==> config.mk <==
export PLATFORM = sky130hd
export DESIGN_NAME = cl_base_capture
export DESIGN_NICKNAME = d
export VERILOG_FILES = /design/src/rtl/clb_pkg.sv /design/src/rtl/clb_unpack.sv /design/src/rtl/clb_qualify.sv /design/src/rtl/clb_measure.sv /design/src/rtl/cl_base_capture.sv
export SDC_FILE = /design/constraint.sdc
export NUM_CORES = 1
export LEC_CHECK = 0
export ABC_AREA = 1
export BUFFER_PORTS_ARGS = -buffer_cell sky130_fd_sc_hd__clkbuf_2
export CORE_MARGIN = 5
export CORE_UTILIZATION = 25
export CTS_CLUSTER_DIAMETER = 200
export DETAILED_ROUTE_END_ITERATION = 16
export PLACE_DENSITY = 0.5
export SETUP_SLACK_MARGIN = 0.3
export SLEW_MARGIN = 30
export SYNTH_ARGS = -nofsm -noshare
export SYNTH_HDL_FRONTEND = slang
export SYNTH_SLANG_ARGS = --single-unit
==> constraint.sdc <==
create_clock -name clk -period 3.4 [get_ports clk]
set_clock_uncertainty 0.15 [all_clocks]
set_input_delay 0.51 -clock clk [delete_from_list [all_inputs] [get_ports clk]]
set_output_delay 0.51 -clock clk [all_outputs]
set_load 0.01 [all_outputs]
==> src/rtl/clb_pkg.sv <==
package clb_pkg;
  localparam int WORD_W = 28;
  localparam int PIX_W  = 24;
  localparam int LV_BIT = 24;
  localparam int FV_BIT = 25;
  localparam int DV_BIT = 26;
  localparam int SP_BIT = 27;

  typedef struct packed {
    logic             fv;
    logic             lv;
    logic             dv;
    logic [PIX_W-1:0] pix;
  } clb_fields_t;
endpackage

==> src/rtl/clb_unpack.sv <==
module clb_unpack
  import clb_pkg::*;
(
  input  logic              clk,
  input  logic [WORD_W-1:0] word_i,
  output clb_fields_t       fld_o
);
  // Input register, datapath only; the reserved bit is dropped here
  always_ff @(posedge clk) begin
    fld_o.fv  <= word_i[FV_BIT];
    fld_o.lv  <= word_i[LV_BIT];
    fld_o.dv  <= word_i[DV_BIT];
    fld_o.pix <= word_i[PIX_W-1:0];
  end
endmodule

==> src/rtl/clb_qualify.sv <==
module clb_qualify
  import clb_pkg::*;
(
  input  logic             clk,
  input  logic             rst,
  input  clb_fields_t      fld_i,
  output logic             acc_o,
  output logic             line_start_o,
  output logic             line_end_o,
  output logic             frame_start_o,
  output logic             frame_end_o,
  output logic [PIX_W-1:0] vid_data,
  output logic             vid_valid,
  output logic             vid_sof,
  output logic             vid_eol
);
  logic             prev_fv, in_frame, in_line;
  logic             need_sof, pend_v, pend_sof;
  logic [PIX_W-1:0] pend_data;
  logic             active, line_now;

  // A frame is active only once a rising edge was observed
  always_comb begin
    active        = fld_i.fv & (in_frame | ~prev_fv);
    line_now      = active & fld_i.lv;
    acc_o         = line_now & fld_i.dv;
    line_start_o  = line_now & ~in_line;
    line_end_o    = in_line & ~line_now;
    frame_start_o = active & ~in_frame;
    frame_end_o   = in_frame & ~active;
  end

  always_ff @(posedge clk) begin
    if (rst) begin
      prev_fv   <= 1'b1;
      in_frame  <= 1'b0;
      in_line   <= 1'b0;
      need_sof  <= 1'b0;
      pend_v    <= 1'b0;
      pend_sof  <= 1'b0;
      pend_data <= '0;
      vid_data  <= '0;
      vid_valid <= 1'b0;
      vid_sof   <= 1'b0;
      vid_eol   <= 1'b0;
    end else begin
      prev_fv   <= fld_i.fv;
      in_frame  <= active;
      in_line   <= line_now;
      vid_valid <= 1'b0;
      vid_sof   <= 1'b0;
      vid_eol   <= 1'b0;
      if (acc_o) begin
        if (pend_v) begin
          vid_valid <= 1'b1;
          vid_sof   <= pend_sof;
          vid_data  <= pend_data;
        end
        pend_v    <= 1'b1;
        pend_data <= fld_i.pix;
        pend_sof  <= need_sof | frame_start_o;
        need_sof  <= 1'b0;
      end else begin
        if (frame_start_o) need_sof <= 1'b1;
        else if (frame_end_o) need_sof <= 1'b0;
        if (line_end_o && pend_v) begin
          vid_valid <= 1'b1;
          vid_sof   <= pend_sof;
          vid_eol   <= 1'b1;
          vid_data  <= pend_data;
          pend_v    <= 1'b0;
        end
      end
    end
  end

  p_sof_valid_r3: assert property (@(posedge clk) disable iff (rst)
    vid_sof |-> vid_valid);
  p_eol_valid_r4: assert property (@(posedge clk) disable iff (rst)
    vid_eol |-> vid_valid);
  p_reset_clear_r9: assert property (@(posedge clk) disable iff (rst)
    $past(rst) |-> (!vid_valid && !vid_sof && !vid_eol));
endmodule

==> src/rtl/clb_measure.sv <==
module clb_measure
  import clb_pkg::*;
#(
  parameter int CNT_W = 12
) (
  input  logic             clk,
  input  logic             rst,
  input  clb_fields_t      fld_i,
  input  logic             acc_i,
  input  logic             line_start_i,
  input  logic             line_end_i,
  input  logic             frame_start_i,
  input  logic             frame_end_i,
  input  logic [CNT_W-1:0] exp_pix_i,
  input  logic [CNT_W-1:0] exp_lines_i,
  output logic             framing_err,
  output logic             line_len_err,
  output logic             frame_len_err
);
  localparam logic [CNT_W-1:0] ONE = CNT_W'(1);

  logic [CNT_W-1:0] pix_cnt, line_cnt;
  logic             nest_bad;

  assign nest_bad = (fld_i.lv & ~fld_i.fv) | (fld_i.dv & ~fld_i.lv);

  always_ff @(posedge clk) begin
    if (rst) begin
      pix_cnt       <= '0;
      line_cnt      <= '0;
      framing_err   <= 1'b0;
      line_len_err  <= 1'b0;
      frame_len_err <= 1'b0;
    end else begin
      if (nest_bad) framing_err <= 1'b1;
      line_len_err  <= 1'b0;
      frame_len_err <= 1'b0;

      if (line_start_i)     pix_cnt <= acc_i ? ONE : '0;
      else if (line_end_i) begin
        pix_cnt      <= '0;
        line_len_err <= (pix_cnt != exp_pix_i);
      end else if (acc_i)   pix_cnt <= pix_cnt + ONE;

      if (frame_start_i)    line_cnt <= line_start_i ? ONE : '0;
      else if (frame_end_i) begin
        line_cnt      <= '0;
        frame_len_err <= (line_cnt != exp_lines_i);
      end else if (line_start_i) line_cnt <= line_cnt + ONE;
    end
  end

  p_err_sticky_r6: assert property (@(posedge clk) disable iff (rst)
    framing_err |=> framing_err);
  p_lenerr_single_r7: assert property (@(posedge clk) disable iff (rst)
    line_len_err |=> !line_len_err);
  p_frmerr_single_r8: assert property (@(posedge clk) disable iff (rst)
    frame_len_err |=> !frame_len_err);
  p_err_reset_r9: assert property (@(posedge clk) disable iff (rst)
    $past(rst) |-> (!framing_err && !line_len_err && !frame_len_err));
endmodule

==> src/rtl/cl_base_capture.sv <==
module cl_base_capture
  import clb_pkg::*;
#(
  parameter int CNT_W = 12
) (
  input  logic              clk,
  input  logic              rst,
  input  logic [WORD_W-1:0] link_word,
  input  logic [CNT_W-1:0]  exp_line_pixels,
  input  logic [CNT_W-1:0]  exp_frame_lines,
  output logic [PIX_W-1:0]  vid_data,
  output logic              vid_valid,
  output logic              vid_sof,
  output logic              vid_eol,
  output logic              framing_err,
  output logic              line_len_err,
  output logic              frame_len_err
);
  clb_fields_t fld;
  logic acc, l_start, l_end, f_start, f_end;

  clb_unpack i_unpack (
    .clk    (clk),
    .word_i (link_word),
    .fld_o  (fld)
  );

  clb_qualify i_qualify (
    .clk           (clk),
    .rst           (rst),
    .fld_i         (fld),
    .acc_o         (acc),
    .line_start_o  (l_start),
    .line_end_o    (l_end),
    .frame_start_o (f_start),
    .frame_end_o   (f_end),
    .vid_data      (vid_data),
    .vid_valid     (vid_valid),
    .vid_sof       (vid_sof),
    .vid_eol       (vid_eol)
  );

  clb_measure #(.CNT_W(CNT_W)) i_measure (
    .clk           (clk),
    .rst           (rst),
    .fld_i         (fld),
    .acc_i         (acc),
    .line_start_i  (l_start),
    .line_end_i    (l_end),
    .frame_start_i (f_start),
    .frame_end_i   (f_end),
    .exp_pix_i     (exp_line_pixels),
    .exp_lines_i   (exp_frame_lines),
    .framing_err   (framing_err),
    .line_len_err  (line_len_err),
    .frame_len_err (frame_len_err)
  );
endmodule

After elaboration in Yosys (flattened, before gate mapping)
Cells that the tools add are included.

Multipliers: 0. Reductions and logical operators: 9. Order comparisons: 0. Div/mod/pow operators: 0. Bitwise gates (word level): 21. Add/sub/neg operators: 2. Shifts and indexed selects: 0. Mux-type cells: 21. Eq/ne operators: 3.

Operators with widths (count): 12-bit two-way mux (6); 24-bit two-way mux (3); 12-bit by 1-bit adder with 12-bit output (second input constant) (2); 12-bit inequality test (2); 1-bit two-way mux (12); 1-bit AND (9); 1-bit inverter (9); 3-bit nonzero test (2); 3-bit OR reduction (2); 2-bit nonzero test (2); 1-bit bitwise OR (3); 2-bit inequality test (second input constant) (1); 2-bit AND reduction (1); 2-bit OR reduction (1); 1-bit logical AND (1).

Bits in writable memories: 0. Input bits: 54. ROM bits: 0. Memories: 0. Bits in latches: 0. Flip-flop bits (word level): 111.

Depth between registers and ports, before layout
Word-level depth: 9. Depth in mapped cells: 12. Mapped depth without buffers: 12.

Modules after synthesis
From an unflattened synthesis, not the netlist that was laid out.

Cells, all modules: 611. Area, all modules: 4553.1 um^2.

Modules (own cells, without submodules): clb_qualify (times used 1, seq. area each 1141.1 um^2, area an instance 2190.9 um^2, cells an instance 277); clb_measure (times used 1, seq. area each 540.5 um^2, area an instance 1821.7 um^2, cells an instance 307); clb_unpack (times used 1, seq. area each 540.5 um^2, area an instance 540.5 um^2, cells an instance 27).

Least setup slack after synthesis
No wires, ideal clock.

Path kind: reg2reg. From: reg i_qualify.in_frame. To: reg i_measure.line_cnt[9]. Data arrival time: 1.450 ns. Required time: 3.133 ns. Cell stages (with the launch flop): 12. Buffers on the path: 0. Setup time: 0.117 ns. Slack: 1.683 ns. Cells stage by stage: dfxtp_1 > inv_2 > nand2_2 > nand2_1 > inv_1 > ha_1 > inv_1 > nor2_4 > inv_1 > nand3_1 > o21ai_0 > nor2_1.

Longest elaborated chain between the ends: 6. Elaborated cells between the ends (all ways): 11.

Ends and longest elaborated chain: start: declaration (RTL line clb_qualify.sv:17) `logic prev_fv, in_frame, in_line;`; start signal: assignment (RTL line clb_qualify.sv:48) `in_frame <= active;`; 1-bit bitwise OR (*) (RTL line clb_qualify.sv:24) `active = fld_i.fv & (in_frame | ~prev_fv);`; 1-bit AND (*) (RTL line clb_qualify.sv:24); named net i_qualify.active (RTL line clb_qualify.sv:20) `logic active, line_now;`; 1-bit inverter (RTL line clb_qualify.sv:30) `frame_end_o = in_frame & ~active;`; 1-bit AND (RTL line clb_qualify.sv:30); 12-bit two-way mux (RTL line clb_measure.sv:46) `else if (frame_end_i) begin`; 12-bit two-way mux (RTL line clb_measure.sv:45) `if (frame_start_i) line_cnt <= line_start_i ? ONE : '0;`; end signal: assignment (RTL line clb_measure.sv:45); end signal: assignment (RTL line clb_measure.sv:49) `end else if (line_start_i) line_cnt <= line_cnt + ONE;`; end: declaration (RTL line clb_measure.sv:22) `logic [CNT_W-1:0] pix_cnt, line_cnt;`.

The timed path passes the listed nets; every way through them passes the cells marked *. A chain may end at the register's enable or synchronous reset.

Worst setup path after layout
From: reg i_qualify.in_frame. To: reg i_measure.pix_cnt[6].

Longest elaborated chain between the ends: 7. Elaborated cells between the ends (all ways): 10.

Ends and longest elaborated chain: 1-bit bitwise OR (*) (RTL line clb_qualify.sv:24); 1-bit AND (*) (RTL line clb_qualify.sv:24); 1-bit AND (*) (RTL line clb_qualify.sv:25) `line_now = active & fld_i.lv;`; named net i_qualify.line_now (RTL line clb_qualify.sv:20); 1-bit inverter (RTL line clb_qualify.sv:28) `line_end_o = in_line & ~line_now;`; 1-bit AND (RTL line clb_qualify.sv:28); 12-bit two-way mux (RTL line clb_measure.sv:40) `else if (line_end_i) begin`; 12-bit two-way mux (RTL line clb_measure.sv:39) `if (line_start_i) pix_cnt <= acc_i ? ONE : '0;`; end signal: assignment (RTL line clb_measure.sv:39); end signal: assignment (RTL line clb_measure.sv:43) `end else if (acc_i) pix_cnt <= pix_cnt + ONE;`; end: declaration (RTL line clb_measure.sv:22).

Marks and branches as above.

==> impl_metrics.tcl <==
set metrics [dict create \
    cp_max_fo 6 \
    hold_depth 1 \
    cts.sinks 111 \
    rsz0062_at_grt "no" \
    synth_edf_count 0 \
    end_kind "flop" \
    tns_ns 0 \
    path_class "flop to flop" \
    cts_buffer_depth 2 \
    max-cap-violations 0 \
    slew_headroom 0.671 \
    fin_crit_sh 0.624 \
    critPathCapture "i_measure.pix_cnt[6]" \
    final_antenna_net_count 0 \
    final.min_clock_period_ns 2.12 \
    leakage_nw 2.15 \
    share_seq_of_total_power 0.526 \
    grt_start_max_net_pins 38 \
    switchingPower_uw 574 \
    syn_area_per_cell_sq_um 7.96 \
    setup_ws_ns 1.28 \
    tightestPinTransition_ns 0.493 \
    syn_inst 539 \
    rows 48 \
    yosysWarnings 0 \
    synth_seq_cells 111 \
    drt-initial-drc-count 164 \
    place.gp.congestion 0.777 \
    hold_class "input pin to flop" \
    powerDensity_nw_per_um2 494 \
    fmax_mhz 471 \
    pre_cts_ws_ns 1.25 \
    rrSetupSlack_ns 1.28 \
    die_w_um 141 \
    grt_overflow_total 0 \
    ys_types 29 \
    clk_latency_ns 0.35 \
    postCtsSetupBuffers 0 \
    num_io_pins 84 \
    drt_first_pass_iters 4 \
    path_clk_slew_ns 0.07 \
    synth.net_count 600 \
    nNetsFinal 677 \
    cts_hold_buf 0 \
    report.final.setup_viol 0 \
    combPwrFrac 0.057 \
    place_hpwl_um 6830 \
    timing.final.max_slew_violations 0 \
    status "completed" \
    internal_power_mw 1.98 \
    seq_area_sq_um 2220 \
    required_ns 3.54 \
    first_global_vias 3287 \
    syn2layout_area_growth_pct 20.4 \
    grt.total_usage 0.102 \
    via_per_inst 4.03 \
    cp.arrival_ns 2.26 \
    tritoncts "yes" \
    wl_per_cell_um 11.3 \
    irDropWorstVdd_v 0.000262 \
    io_buffers 82 \
    dieHeight_um 141 \
    power_frac_clock 0.417 \
    ys_seq_area_frac 0.518 \
    h-tree-depth 3 \
    n_fill_cell 1913 \
    antennaDiodeCount 0 \
    ctsResizeCount 0 \
    vias 3405 \
    worstReg2RegStart "i_qualify.in_frame" \
    initial_core_util 0.252 \
    antenna_found_initial 0 \
    async_flop_share 0 \
    synth_ff_type "dfxtp_1" \
    r2r_cells 12 \
    die-area_sq_um 19900 \
    multi_input_area_sq_um 1780 \
    root_buffer "clkbuf_16" \
    r2r_end "i_measure.pix_cnt[6]" \
    drive_gt1_frac 0.182 \
    core_area_sq_um 17100 \
    drcViolationCount 0 \
    hold_violations 0 \
    syn_area_sq_um 4290 \
    switching_share 0.225 \
    start_kind "flop" \
    critPathLaunch "i_qualify.in_frame" \
    numCtsBuffers 9 \
    dp_cells 830 \
    final_cells 845 \
    totalWireLength_um 9570 \
    grt_first_pass_wirelength_um 16200 \
]
kinds of logic (layout without fill, tap and decap cells):
group,count (synthesis),after routing,synth area share
adder cells (fa/ha/maj),7,7,0.0204
XOR/XNOR,24,24,0.0490
AND/OR/NAND/NOR,256,256,0.250
flip-flops,111,111,0.518
AO/OA/AOI/OAI,81,81,0.0959
buffers and inverters,60,141,0.0667
power groups by stage:
| stage | Sequential [mW] | Combinational, mW | Clock [mW] |
|---|---|---|---|
| 2_1_floorplan | 1.37 | 0.0917 | 0 |
| 3_3_place_gp | 1.37 | 0.148 | 0 |
| 3_5_place_dp | 1.37 | 0.148 | 0 |
| 4_1_cts | 1.34 | 0.148 | 1.11 |
| 5_1_grt | 1.35 | 0.168 | 1.16 |
| 6_report | 1.34 | 0.144 | 1.07 |
metrics by stage:
| step | hold slack, ns | total power, mW | instance area [sq um] | util |
|---|---|---|---|---|
| 6_report | 0.102 | 2.55 | 5170 | 0.303 |
| 5_1_grt | 0.0770 | 2.68 | 5170 | 0.303 |
| 4_1_cts | 0.0810 | 2.61 | 5170 | 0.303 |
| 3_5_place_dp | 0.283 | 1.52 | 4870 | 0.286 |
| 3_3_place_gp | 0.280 | 1.52 | 4870 | 0.286 |
| 2_1_floorplan | 0.264 | 1.46 | 4290 | - |
worst min path at each step:
stage	slack [ns]	from	endpoint
final	0.10	link_word[15]	i_unpack.fld_o[15]
after global routing	0.08	link_word[14]	i_unpack.fld_o[14]
after CTS	0.08	link_word[15]	i_unpack.fld_o[15]
after detailed placement	0.28	i_unpack.fld_o[3]	i_qualify.pend_data[3]
after global placement	0.28	i_unpack.fld_o[3]	i_qualify.pend_data[3]
after floorplan	0.26	i_qualify.pend_sof	i_qualify.vid_sof
registers in the layout, indices dropped and copies added (netlist names), 12 cells and up:
signal	cells
i_qualify.vid_data	24
i_qualify.pend_data	24
i_unpack.fld_o	27
i_measure.pix_cnt	12
i_measure.line_cnt	12
worst max-delay path: stages, from the launching register on:
cell     delay, ns
dfxtp_1       0.32
inv_2         0.07
nand2_2       0.07
nand2_1       0.16
inv_1         0.06
ha_1          0.28
nor2_1        0.31
inv_1         0.07
nand2_1       0.07
nand2_1       0.16
inv_1         0.18
nand2_1       0.06
nor2_1        0.08
per-layer routing:
metal	part of all wire	vias to the layer above	track usage
met1	0.50	1474	0.136
li1	-	1859	-
met3	0.050	9	0.0397
met4	0.010	0	0.0321
met5	0	-	0
met2	0.44	63	0.154
final cells by class:
cell class	count	share of cell area
repair buffers	84	0.0823
inverters	42	0.0310
clock buffers	10	0.0462
clock inverters	5	0.0111
multi-input cells	368	0.345
well taps	225	0.0545
flip-flops and latches	111	0.430
synth_stat cells (2+ instances only):
cell type	instances	area (sq um)
nor3_1	7	35.0
xnor2_1	24	210
clkbuf_1	5	18.8
ha_1	7	87.6
nand2_1	126	473
buf_1	2	7.51
o21ai_1	8	40.0
inv_2	3	11.3
clkbuf_2	2	10.0
nor2_4	2	22.5
inv_1	38	143
nand3_1	16	80.1
a21oi_1	43	215
buf_4	3	22.5
o21ai_0	27	135
nand4_1	8	50.1
nor2_1	88	330
nand2_4	3	33.8
buf_6	6	67.6
dfxtp_1	111	2220
nand2_2	2	12.5
cell usage in the layout (no fill, tap or decap), types with 2 or more instances in the layout:
cell type / count
o21ai_1: 8
inv_1: 38
nor2_1: 88
clkbuf_2: 82
dfxtp_1: 111
nand3_1: 16
nand4_1: 8
nand2_1: 126
clkbuf_16: 9
clkinv_2: 2
a21oi_1: 43
ha_1: 7
nand2_2: 2
nor2_4: 2
buf_4: 2
o21ai_0: 27
xnor2_1: 24
inv_2: 3
nor3_1: 7
nand2_4: 3
Note: power is estimated with default switching activity, not from simulation.
